**src/rtl/ea_pkg.sv**
```systemverilog
package ea_pkg;
  typedef enum logic [3:0] {
    M_IMM  = 4'd0,
    M_ABS  = 4'd1,
    M_ZP   = 4'd2,
    M_ABSX = 4'd3,
    M_ABSY = 4'd4,
    M_ZPX  = 4'd5,
    M_ZPY  = 4'd6,
    M_IND  = 4'd7,
    M_IZX  = 4'd8,
    M_IZY  = 4'd9,
    M_REL  = 4'd10
  } ea_mode_e;
endpackage

```
**src/rtl/ea_direct_calc.sv**
```systemverilog
module ea_direct_calc
  import ea_pkg::*;
#(
  parameter int DATA_W = 8,
  localparam int ADDR_W = 2 * DATA_W
) (
  input  logic [3:0]        mode,
  input  logic [DATA_W-1:0] lo,
  input  logic [DATA_W-1:0] hi,
  input  logic [DATA_W-1:0] x,
  input  logic [DATA_W-1:0] y,
  input  logic [ADDR_W-1:0] pc,
  output logic [ADDR_W-1:0] ea,
  output logic              is_ptr,
  output logic [ADDR_W-1:0] ptr_addr,
  output logic              ptr_zp,
  output logic              post_y
);
  localparam logic [DATA_W-1:0] ZPAGE = '0;

  logic [ADDR_W-1:0] base;
  logic [ADDR_W-1:0] x_w, y_w, rel_w;
  logic [DATA_W-1:0] zp_x, zp_y;

  assign base  = {hi, lo};
  assign x_w   = {{(ADDR_W-DATA_W){1'b0}}, x};
  assign y_w   = {{(ADDR_W-DATA_W){1'b0}}, y};
  assign rel_w = {{(ADDR_W-DATA_W){lo[DATA_W-1]}}, lo};
  assign zp_x  = lo + x;
  assign zp_y  = lo + y;

  always_comb begin
    ea       = base;
    is_ptr   = 1'b0;
    ptr_addr = base;
    ptr_zp   = 1'b0;
    post_y   = 1'b0;
    case (mode)
      M_IMM:  ea = pc;
      M_ABS:  ea = base;
      M_ZP:   ea = {ZPAGE, lo};
      M_ABSX: ea = base + x_w;
      M_ABSY: ea = base + y_w;
      M_ZPX:  ea = {ZPAGE, zp_x};
      M_ZPY:  ea = {ZPAGE, zp_y};
      M_REL:  ea = pc + rel_w;
      M_IND: begin
        is_ptr   = 1'b1;
        ptr_addr = base;
      end
      M_IZX: begin
        is_ptr   = 1'b1;
        ptr_zp   = 1'b1;
        ptr_addr = {ZPAGE, zp_x};
      end
      M_IZY: begin
        is_ptr   = 1'b1;
        ptr_zp   = 1'b1;
        post_y   = 1'b1;
        ptr_addr = {ZPAGE, lo};
      end
      default: ea = base;
    endcase
  end
endmodule

```
**src/rtl/ea_ptr_seq.sv**
```systemverilog
module ea_ptr_seq #(
  parameter int DATA_W = 8,
  localparam int ADDR_W = 2 * DATA_W
) (
  input  logic              clk,
  input  logic              rst_n,
  input  logic              start,
  input  logic [ADDR_W-1:0] ptr_addr,
  input  logic              ptr_zp,
  output logic              rd_en,
  output logic [ADDR_W-1:0] rd_addr,
  input  logic [DATA_W-1:0] rd_data,
  output logic              done,
  output logic [ADDR_W-1:0] word
);
  typedef enum logic [1:0] {S_IDLE, S_LO, S_HI, S_LAST} seq_e;

  localparam logic [DATA_W-1:0] ZPAGE = '0;

  seq_e              state;
  logic [ADDR_W-1:0] base_q;
  logic              zp_q;
  logic [DATA_W-1:0] lo_q;
  logic [DATA_W-1:0] zp_next;

  assign zp_next = base_q[DATA_W-1:0] + 1'b1;

  always_ff @(posedge clk) begin
    if (!rst_n) begin
      state  <= S_IDLE;
      base_q <= '0;
      zp_q   <= 1'b0;
      lo_q   <= '0;
    end else begin
      case (state)
        S_IDLE: if (start) begin
          state  <= S_LO;
          base_q <= ptr_addr;
          zp_q   <= ptr_zp;
        end
        S_LO:   state <= S_HI;
        S_HI: begin
          state <= S_LAST;
          lo_q  <= rd_data;
        end
        default: state <= S_IDLE;
      endcase
    end
  end

  always_comb begin
    rd_en   = 1'b0;
    rd_addr = base_q;
    case (state)
      S_LO: rd_en = 1'b1;
      S_HI: begin
        rd_en   = 1'b1;
        rd_addr = zp_q ? {ZPAGE, zp_next} : base_q + 1'b1;
      end
      default: ;
    endcase
  end

  assign done = (state == S_LAST);
  assign word = {rd_data, lo_q};

  a_r9_start_reads: assert property (@(posedge clk) disable iff (!rst_n)
    start |=> rd_en);
  a_r9_start_idle: assert property (@(posedge clk) disable iff (!rst_n)
    start |-> state == S_IDLE);
  a_r9_done_after_read: assert property (@(posedge clk) disable iff (!rst_n)
    done |-> $past(rd_en));
  a_r7_zp_second_read: assert property (@(posedge clk) disable iff (!rst_n)
    (start && ptr_zp) |=> ##1 (rd_addr[ADDR_W-1:DATA_W] == '0));
endmodule

```
**src/rtl/ea_resolver.sv**
```systemverilog
module ea_resolver
  import ea_pkg::*;
#(
  parameter int DATA_W = 8,
  localparam int ADDR_W = 2 * DATA_W
) (
  input  logic              clk,
  input  logic              rst_n,
  input  logic              req_valid,
  output logic              req_ready,
  input  logic [3:0]        req_mode,
  input  logic [DATA_W-1:0] req_lo,
  input  logic [DATA_W-1:0] req_hi,
  input  logic [DATA_W-1:0] idx_x,
  input  logic [DATA_W-1:0] idx_y,
  input  logic [ADDR_W-1:0] req_pc,
  output logic              mem_rd_en,
  output logic [ADDR_W-1:0] mem_rd_addr,
  input  logic [DATA_W-1:0] mem_rd_data,
  output logic              res_valid,
  input  logic              res_ready,
  output logic [ADDR_W-1:0] res_addr
);
  typedef enum logic [1:0] {T_IDLE, T_WAIT, T_OUT} top_e;

  top_e              state;
  logic [ADDR_W-1:0] direct_ea, ptr_addr, word, post_off_q, res_q;
  logic              is_ptr, ptr_zp, post_y, done, accept, start;

  ea_direct_calc #(.DATA_W(DATA_W)) u_calc (
    .mode(req_mode), .lo(req_lo), .hi(req_hi), .x(idx_x), .y(idx_y),
    .pc(req_pc), .ea(direct_ea), .is_ptr(is_ptr), .ptr_addr(ptr_addr),
    .ptr_zp(ptr_zp), .post_y(post_y)
  );

  ea_ptr_seq #(.DATA_W(DATA_W)) u_seq (
    .clk(clk), .rst_n(rst_n), .start(start), .ptr_addr(ptr_addr),
    .ptr_zp(ptr_zp), .rd_en(mem_rd_en), .rd_addr(mem_rd_addr),
    .rd_data(mem_rd_data), .done(done), .word(word)
  );

  assign req_ready = (state == T_IDLE);
  assign accept    = req_valid && req_ready;
  assign start     = accept && is_ptr;
  assign res_valid = (state == T_OUT);
  assign res_addr  = res_q;

  always_ff @(posedge clk) begin
    if (!rst_n) begin
      state      <= T_IDLE;
      res_q      <= '0;
      post_off_q <= '0;
    end else begin
      case (state)
        T_IDLE: if (accept) begin
          if (is_ptr) begin
            state      <= T_WAIT;
            post_off_q <= post_y ? {{(ADDR_W-DATA_W){1'b0}}, idx_y} : '0;
          end else begin
            state <= T_OUT;
            res_q <= direct_ea;
          end
        end
        T_WAIT: if (done) begin
          state <= T_OUT;
          res_q <= word + post_off_q;
        end
        default: if (res_ready) state <= T_IDLE;
      endcase
    end
  end

  a_r1_no_read_idle: assert property (@(posedge clk) disable iff (!rst_n)
    req_ready |-> !mem_rd_en);
  a_r2_direct_next: assert property (@(posedge clk) disable iff (!rst_n)
    (accept && !is_ptr) |=> res_valid);
  a_r9_done_to_result: assert property (@(posedge clk) disable iff (!rst_n)
    done |=> res_valid);
  a_r10_hold: assert property (@(posedge clk) disable iff (!rst_n)
    (res_valid && !res_ready) |=> (res_valid && $stable(res_addr)));
  a_r10_busy_blocks: assert property (@(posedge clk) disable iff (!rst_n)
    accept |=> !req_ready);
endmodule

```
**config.mk**
```make
export PLATFORM = sky130hd
export DESIGN_NAME = ea_resolver
export DESIGN_NICKNAME = d
export VERILOG_FILES = /design/src/rtl/ea_pkg.sv /design/src/rtl/ea_direct_calc.sv /design/src/rtl/ea_ptr_seq.sv /design/src/rtl/ea_resolver.sv
export SDC_FILE = /design/constraint.sdc
export NUM_CORES = 1
export LEC_CHECK = 0
export BUFFER_PORTS_ARGS = -buffer_cell sky130_fd_sc_hd__buf_2
export CAP_MARGIN = 20
export CORE_MARGIN = 2
export CORE_UTILIZATION = 45
export DETAILED_ROUTE_END_ITERATION = 10
export PLACE_DENSITY = 0.71
export SLEW_MARGIN = 20
export SYNTH_ARGS = -nofsm -noshare
export SYNTH_HDL_FRONTEND = slang
export SYNTH_SLANG_ARGS = --single-unit
export TNS_END_PERCENT = 30
```
**constraint.sdc**
```tcl
create_clock -name clk -period 5.8 [get_ports clk]
set_input_delay 0.58 -clock clk [delete_from_list [all_inputs] [get_ports clk]]
set_output_delay 0.58 -clock clk [all_outputs]
set_load 0.02 [all_outputs]
```
==> run metrics, run 1 <==
status=complete, no violations; relative slew slack=33.45%; Power Density=176.7 nW/um2; vias in the first global route=roughly 5.6k; Core ar.=12720 um2; DR DRC count=0; Worst Path Arrival=between 4 and 5 ns; Post-DP HPWL=14.72 mm; startpoint types=primary input; largest net degree at the start of global routing=43; die width=118.6 um; Worst setup EP type=register; Max Slew Vio Count=0; EDFF count, synth=0; Die ar.=about 14000 um2; commonest non-fill, non-tap cells in the layout=buf_2, a21oi_1, nor2_1, nand2_1, dfxtp_1; Starting Density=between 40 and 50%; Avg Inst Size Synth=approximately 7.6 um2; Final Critical Period=3.941 ns; most common cell after layout, fill and taps aside=buf_2; vias per cell=6.057; Inserted Clock Buffers=5; Mapped Cells=780; Resized Gates After CTS=0; switching share of power=37.25%; WL/cell=18.31 um; RSZ-0062 raised after global routing=false; share of cells above drive strength 1=16.90%; Cell Int Power=0.0007374 W; routability cong.=between 0.9 and 1; CTS Sinks=53; clk slew on worst S/H paths=around 0.07 ns; initial antenna violation count=1; Iter 0 DRT Violations=526; Reg area=1061 um2; Async SR Flop Fraction=0%; Clock Skews=0.01041 ns; row count=between 40 and 50; Logic pwr share=39.9%; Cell Area, Synth=5912 um2; pre-CTS setup slack=1.628 ns; final worst path period share=67.95%; Slew @ Worst Pin=~0.99 ns; Setup violations, final=0; worst setup slack after layout=1.859 ns; Post-Route WL=18.75 mm; Clk pwr share=25.9%; highest fanout seen on the critical path=26; post-layout util=between 50% and 60%; setup tns final=0 ns; critical path type=in -> reg; flops & latches, synth=53; Antenna Nets Post-Route=0; CTS tree=built; Fillers=1350; Synth top area share=17.95%; Area Overhead vs Synth=12.49%; Primary FF master, synth=dfxtp_1; via count=6202; H-Tree Depth=2; Hold Path Class=reg -> reg; Cell variety after synth=76; Final #Nets=about 970; Pre-antenna DRT Iters=5; final hold violation count=0; first-pass GRT wire length=a little under 30 mm; I/O pins=about 100; f_max=253.7 MHz; Global Route Usage Sum=26.00%; ant diodes=0; CTS Buffer Depth=2; sequential area share after synthesis=17.95%; Mapped Nets=900; Switch Pwr=0.0004378 W; Tot Pwr=0.001175 W; hold buffers post-CTS=0; PortBufs=98; root buffer cell=clkbuf_16; gr ovfl total=0; VDD IR-drop max=slightly above 0.0001 V; post-synth top area cell=dfxtp_1; Clk Latency, worst-skew pair=a little under 0.3 ns; Synth area leaders=dfxtp_1, ha_1, a21oi_1; yosys warns=0; setup bufs post-CTS=0; leakage power=2.780 nW; Die Span Y=118.6 um; multi-input logic area=4611 um2; Reg power frac=between 30% and 40%; max-cap violation count=0; Worst Path Required=5.98 ns
registers in the layout, indices dropped and copies added (netlist names):
name / cells
state: 2
u_seq.base_q: 16
u_seq.zp_q: 1
u_seq.state: 2
u_seq.lo_q: 8
res_addr: 16
post_off_q: 8
routing by layer:
layer	GRT usage [%]	share of wire, %	vias up
met3	4.199	7.3	37
met2	42.21	45	256
met5	0	0.053	-
li1	-	-	3054
met4	6.771	2.4	2
met1	35.71	45	2853
per-stage QoR:
step	cells	hold WS (ns)	area, um2
after floorplan	780	0.4362	5912
after global placement	1016	0.4441	6497
after detailed placement	1016	0.4519	6497
after CTS	1024	0.4641	6650
after global routing	1024	0.4762	6650
final	1024	0.4608	6650
power groups by stage:
stage / registers, W / logic [W] / clock network [W]
finish: 0.000402 / 0.000469 / 0.000305
global route: 0.000404 / 0.000511 / 0.000323
CTS: 0.000401 / 0.000461 / 0.000311
detailed placement: 0.000410 / 0.000459 / 0
global placement: 0.000409 / 0.000457 / 0
floorplan: 0.000417 / 0.000307 / 0
Yosys cell counts (12+ instances only):
library cell  number
a21oi_1           73
a22oi_1           18
ha_1              51
mux2i_1           21
nand2b_1          12
xnor2_1           33
a21o_1            15
xor2_1            21
nor3_1            12
dfxtp_1           53
nor2_1            71
nand3_1           24
inv_1             22
nand2_1           63
a211oi_1          17
clkbuf_1          26
o21a_1            14
o21ai_0           50
cells by family (layout without fill, tap and decap cells):
group / Yosys count / after routing / share of synthesized area, %
mux: 31 / 31 / 5.460
compound gates: 285 / 285 / 32.28
flops: 53 / 53 / 17.95
fa+ha+maj: 56 / 56 / 12.49
xor+xnor: 54 / 54 / 8.000
buf+inv: 61 / 133 / 4.063
simple gates: 240 / 240 / 19.77
worst paths after layout:
path / start / to / slack (ns) / depth (start not counted)
max: req_mode[0] / res_addr[10] / 1.86 / 13
min: post_off_q[2] / post_off_q[2] / 0.46 / 2
max reg2reg: u_seq.state[1] / res_addr[14] / 3.35 / 7
min reg2reg: post_off_q[2] / post_off_q[2] / 0.46 / 2
worst max-delay path, cell delays in order:
cell and delay, ns:
buf_2 0.26, nor4b_2 0.93, mux2_2 0.31, ha_1 0.18, inv_1 0.06, fa_1 0.40
nand3b_1 0.20, a21oi_1 0.27, o211ai_1 0.16, xnor2_1 0.14, a221oi_1 0.27, o221ai_1 0.17
o211a_1 0.19
cell type report:
type | instances | share of cell area [%]
well taps | 172 | 3.236
multi-input cells | 666 | 69.33
repair buffers | 103 | 7.940
flip-flops and latches | 53 | 15.95
inverters | 22 | 1.242
clock buffers | 6 | 2.088
clock inverters | 2 | 0.2070
Note: power is estimated with default switching activity, not from simulation.
==> run 2, diff against run 1 <==
--- a/config.mk
+++ b/config.mk
@@ -10,7 +10,7 @@
 export CORE_MARGIN = 2
 export CORE_UTILIZATION = 45
 export DETAILED_ROUTE_END_ITERATION = 10
-export PLACE_DENSITY = 0.71
+export PLACE_DENSITY = 0.74
 export SLEW_MARGIN = 20
 export SYNTH_ARGS = -nofsm -noshare
 export SYNTH_HDL_FRONTEND = slang
==> constraint.sdc (replaced) <==
create_clock -name clk -period 3.5 [get_ports clk]
set_input_delay 0.35 -clock clk [delete_from_list [all_inputs] [get_ports clk]]
set_output_delay 0.35 -clock clk [all_outputs]
set_load 0.02 [all_outputs]
==> run 2 against run 1 <==
Net effect: worst hold slack lost 0.14 ns; critical endpoint is now res_addr[13]; critical path depth shrank 1; register-to-register slack lost 2.3 ns; flip-flop and latch count is the same; clock power grew 61%; clock skew is essentially flat; largest cell class unchanged; combinational power grew 68%.
==> run metrics, run 2 (synthesis gave the netlist of run 1 again) <==
multi-input logic area=4619 um2; WL/cell=between 15 and 20 um; Post-DP HPWL=approximately 15 mm; Setup violations, final=0; post-layout util=53.25%; final non-filler cell total=1041; I/O pins=99; vias per cell=6.074; RSZ-0062 raised after global routing=false; setup bufs post-CTS=0; post-route cell area=6774 um2; Core ar.=12720 um2; Global Route Usage Sum=25.50%; vias in the first global route=about 5.7k; final hold violation count=0; most common cell after layout, fill and taps aside=buf_2; relative slew slack=34.46%; CTS Sinks=53; Resized Gates After CTS=0; Reg area=between 1000 and 1500 um2; leakage power=roughly 2.9 nW; critical path type=in -> reg; Clk Latency, worst-skew pair=0.29 ns; Worst Path Arrival=roughly 3.2 ns; Tot Pwr=between 0.0015 and 0.002 W; first-pass GRT wire length=29.12 mm; Clock Skews=0.01007 ns; Post-DP Area=about 6600 um2; Final Critical Period=2.972 ns; share of cells above drive strength 1=18.30%; largest net degree at the start of global routing=27; Starting Density=46.47%; PortBufs=between 90 and 100; Worst setup EP type=register; clk slew on worst S/H paths=0.07 ns; final worst path period share=84.92%; HP Start=mem_rd_data[7]; gr ovfl total=0; startpoint types=primary input; H-Tree Depth=2; Worst Path Required=3.74 ns; crit path from=req_mode[3]; DR DRC count=0; root buffer cell=clkbuf_16; Slew @ Worst Pin=0.9755 ns; highest fanout seen on the critical path=8; Die ar.=14070 um2; Pre-antenna DRT Iters=8; Iter 0 DRT Violations=approximately 520; routability cong.=about 1; row count=41; CTS tree=built; Placed Cells=1033; setup tns final=0 ns; reg2reg start=u_seq.lo_q[0]; status=complete, no violations; Fillers=1273; VDD IR-drop max=0.0001840 V; commonest non-fill, non-tap cells in the layout=buf_2, a21oi_1, nor2_1, nand2_1, dfxtp_1; ant diodes=0; Post-Route WL=18.55 mm; CTS Buffer Depth=2; max-cap violation count=0; Max Slew Vio Count=0; f_max=336.4 MHz; Hold Path Class=in -> reg; initial antenna violation count=0; die width=118.6 um; Antenna Nets Post-Route=0; Final #Nets=988; hold buffers post-CTS=0; via count=between 6k and 7k; Area Overhead vs Synth=14.58%; Inserted Clock Buffers=5; Die Span Y=118.6 um; Power Density=286.9 nW/um2
[run 2: changes by cell type in the layout (fill, tap and decap cells not counted), sizes merged]
cell	before	now
buf	103	120
clkbuf	6	7
clkinv	2	0
clkinvlp	0	1
[run 2: critical path, stage by stage]
cell and delay (ns):
buf_2 0.12, nor4b_4 0.25, buf_4 0.22, mux2_2 0.37
ha_1 0.29, a211oi_1 0.29, o21ai_0 0.21, a31o_2 0.29
nand2_1 0.11, mux2_2 0.34, a31oi_1 0.18, o221a_2 0.20
[run 2: where the power goes]
| part | internal, W | switching [W] | total (W) |
|---|---|---|---|
| Combinational | 0.000316 | 0.000472 | 0.000788 |
| Sequential | 0.000635 | 0.0000310 | 0.000666 |
| Clock | 0.000267 | 0.000223 | 0.000490 |
| Total | 0.00122 | 0.000726 | 0.00194 |
[run 2: layout make-up]
class	instances	area share, %
multi-input combinational	666	68.19
sequential	53	15.66
timing repair buffer	120	9.679
tap	172	3.177
clock buffer	7	1.958
inverter	22	1.219
clock inverter	1	0.1108
[run 2: layer usage]
layer	routed length, um	track usage (%)
met2	8356	41.02
met5	0	0
met3	1327	2.558
met4	468	7.217
met1	8395	36.03
[run 2: path summary, 6_finish.rpt]
kind,end,slack (ns),cells past startpoint
worst min register to register,post_off_q[3],0.46,2
worst max register to register,res_addr[8],1.05,10
worst max-delay path,res_addr[13],0.53,12
worst min-delay path,u_seq.lo_q[7],0.33,3
[run 2: through the flow]
step	hold slack, ns	worst slack (ns)
finish	0.3250	0.5276
floorplan	0.4362	0.04439
CTS	0.3307	0.5497
global placement	0.4385	0.2924
detailed placement	0.4476	0.2546
global route	0.3633	0.3764
==> run 3, diff against run 2 <==
==> constraint.sdc (replaced) <==
create_clock -name clk -period 2.4 [get_ports clk]
set_input_delay 0.24 -clock clk [delete_from_list [all_inputs] [get_ports clk]]
set_output_delay 0.24 -clock clk [all_outputs]
set_load 0.02 [all_outputs]
==> run 3 against run 2 <==
Net effect: the flow now finishes with violations (negative setup slack); power is 64% higher; utilization increased by 7.1 points; die area is the same; clock-buffer cell count is 1 lower; sequential power up 45%; critical endpoint unchanged; global-route usage is 2.4 points higher; wire length is 8.7% higher.
==> run metrics, run 3 (synthesis gave the netlist of run 1 again) <==
Antenna Nets Post-Route=0; first-pass GRT wire length=~32 mm; Hold Path Class=in -> reg; post-layout util=just over 60%; hold buffers post-CTS=0; relative slew slack=62.83%; setup tns final=-0.7086 ns; R2R Path End=res_addr[8]; RSZ-0062 raised after global routing=true; Area Overhead vs Synth=29.80%; largest net degree at the start of global routing=27; Placed Cells=1117; Final Critical Period=2.576 ns; Setup violations, final=10; critical path type=in -> reg; DR DRC count=0; Worst setup EP type=register; Max Slew Vio Count=0; I/O pins=99; worst setup slack after layout=-0.1765 ns; failing checks=negative setup slack; commonest non-fill, non-tap cells in the layout=buf_4, buf_2, nor2_1, a21oi_1, nand2_1; Fillers=roughly 1.2k; Post-DP HPWL=about 16 mm; leakage power=3.343 nW; VDD IR-drop max=0.0002871 V; HP Start=mem_rd_data[5]; root buffer cell=clkbuf_16; CTS Buffer Depth=2; Die ar.=14070 um2; Post-DP Area=7385 um2; Pre-antenna DRT Iters=7; highest fanout seen on the critical path=8; final hold violation count=0; clk slew on worst S/H paths=about 0.07 ns; share of cells above drive strength 1=28.45%; Inserted Clock Buffers=5; Starting Density=46.47%; row count=41; worst hold endpoint=u_seq.lo_q[5]; critical path's largest stage delay=about 0.33 ns; reg2reg start=u_seq.lo_q[0]; Post-Route WL=20.15 mm; Worst Hold Depth=3; R2R cell count=10; gr ovfl total=0; CP cell instances=buf_6 > nor4b_4 > buf_12 > buf_4 > mux2_4 > ha_4 > a211oi_2 > o21ai_2 > a31o_2 > nand2_2 > mux2_2 > a31oi_1 > o221a_2; Worst Path Arrival=2.82 ns; Worst Path Required=2.64 ns; Clock Skews=0.008129 ns; pre-CTS setup slack=-0.4776 ns; die width=118.6 um; final worst path period share=107.4%; vias per cell=approximately 6.0; ant diodes=0; H-Tree Depth=2; Clk Latency, worst-skew pair=0.29 ns; startpoint types=primary input; Iter 0 DRT Violations=585; Global Route Usage Sum=between 20% and 30%; Final #Nets=1075; f_max=388.1 MHz; post-route cell area=7674 um2; Die Span Y=118.6 um; status=finished with violations; slowest cell on the critical path=mux2_2; initial antenna violation count=0; final non-filler cell total=1128; Power Density=about 420 nW/um2; CTS tree=built; vias in the first global route=6331; most common cell after layout, fill and taps aside=buf_4; CTS Sinks=53; max-cap violation count=0; routability cong.=1.000; PortBufs=98; Slew @ Worst Pin=0.5501 ns; internal reg-to-reg setup slack=approximately 0.010 ns; Core ar.=approximately 13000 um2; via count=6744; WL/cell=17.87 um
-- run 3: cell count changes in the layout (fill, tap and decap cells not counted), moves of 3 or more --
| cell | before | now |
|---|---|---|
| a211oi_1 | 17 | 14 |
| a211oi_2 | 1 | 4 |
| a21oi_1 | 73 | 69 |
| a21oi_2 | 1 | 5 |
| a221oi_1 | 6 | 2 |
| a221oi_2 | 0 | 4 |
| buf_4 | 22 | 106 |
| buf_6 | 0 | 3 |
| ha_1 | 51 | 45 |
| ha_4 | 0 | 6 |
| mux2_2 | 10 | 5 |
| mux2_4 | 0 | 5 |
| o21ai_0 | 50 | 47 |
-- run 3: area by class of cell --
type / count / area, um2 / area share [%]
well taps: 172 / 215.2 / 2.804
inverters: 22 / 82.58 / 1.076
multi-input cells: 666 / 4797 / 62.51
repair buffers: 207 / 1350 / 17.59
flip-flops and latches: 53 / 1061 / 13.83
clock inverters: 2 / 38.79 / 0.5055
clock buffers: 6 / 128.9 / 1.679
-- run 3: routing by layer --
layer	routed length (um)	up-vias	part of all wire (%)	track usage, %
met5	0	-	0	0
met4	814	0	4.0	10.94
met3	1350	53	6.7	2.510
met2	9040	276	45	45.44
met1	8947	3163	44	37.87
li1	-	3252	-	-
-- run 3: what timing repair did --
item	4_1_cts	5_1_grt
buffers inserted	0	3
endpoints found under the setup margin	13	17
pin swaps	7	15
resized for setup	12	10
endpoints found under the hold margin	0	0
-- run 3: metrics by stage --
step | hold WS, ns | power [W]
after global placement | 0.4473 | 0.002304
after floorplan | 0.3783 | 0.001776
after global routing | 0.2417 | 0.003359
after detailed placement | 0.4499 | 0.002318
final | 0.2219 | 0.003196
after CTS | 0.2288 | 0.003147
-- run 3: how the worst max path moves through the flow --
stage                            from      endpoint  slack (ns)  cells after the start
after global routing      req_mode[1]  res_addr[10]       -0.29                     14
final                     req_mode[1]  res_addr[13]       -0.18                     13
after floorplan           req_mode[0]  res_addr[10]       -0.73                     15
after detailed placement  req_mode[3]  res_addr[13]       -0.48                     12
after global placement    req_mode[3]  res_addr[10]       -0.44                     14
after CTS                 req_mode[3]  res_addr[10]       -0.13                     14
-- run 3: power by group --
group	switching (W)	total, W	internal, W
logic	0.000769	0.00140	0.000633
registers	0.0000419	0.000968	0.000926
clock network	0.000330	0.000826	0.000495
-- run 3: worst max-delay path: cells and delay by family --
family                     cells  cell delay, ns
AOI/OAI and AO/OA              5            0.96
muxes                          2            0.63
and+or+nand+nor                2            0.41
buffers and inverters          3            0.38
adders and majority gates      1            0.18
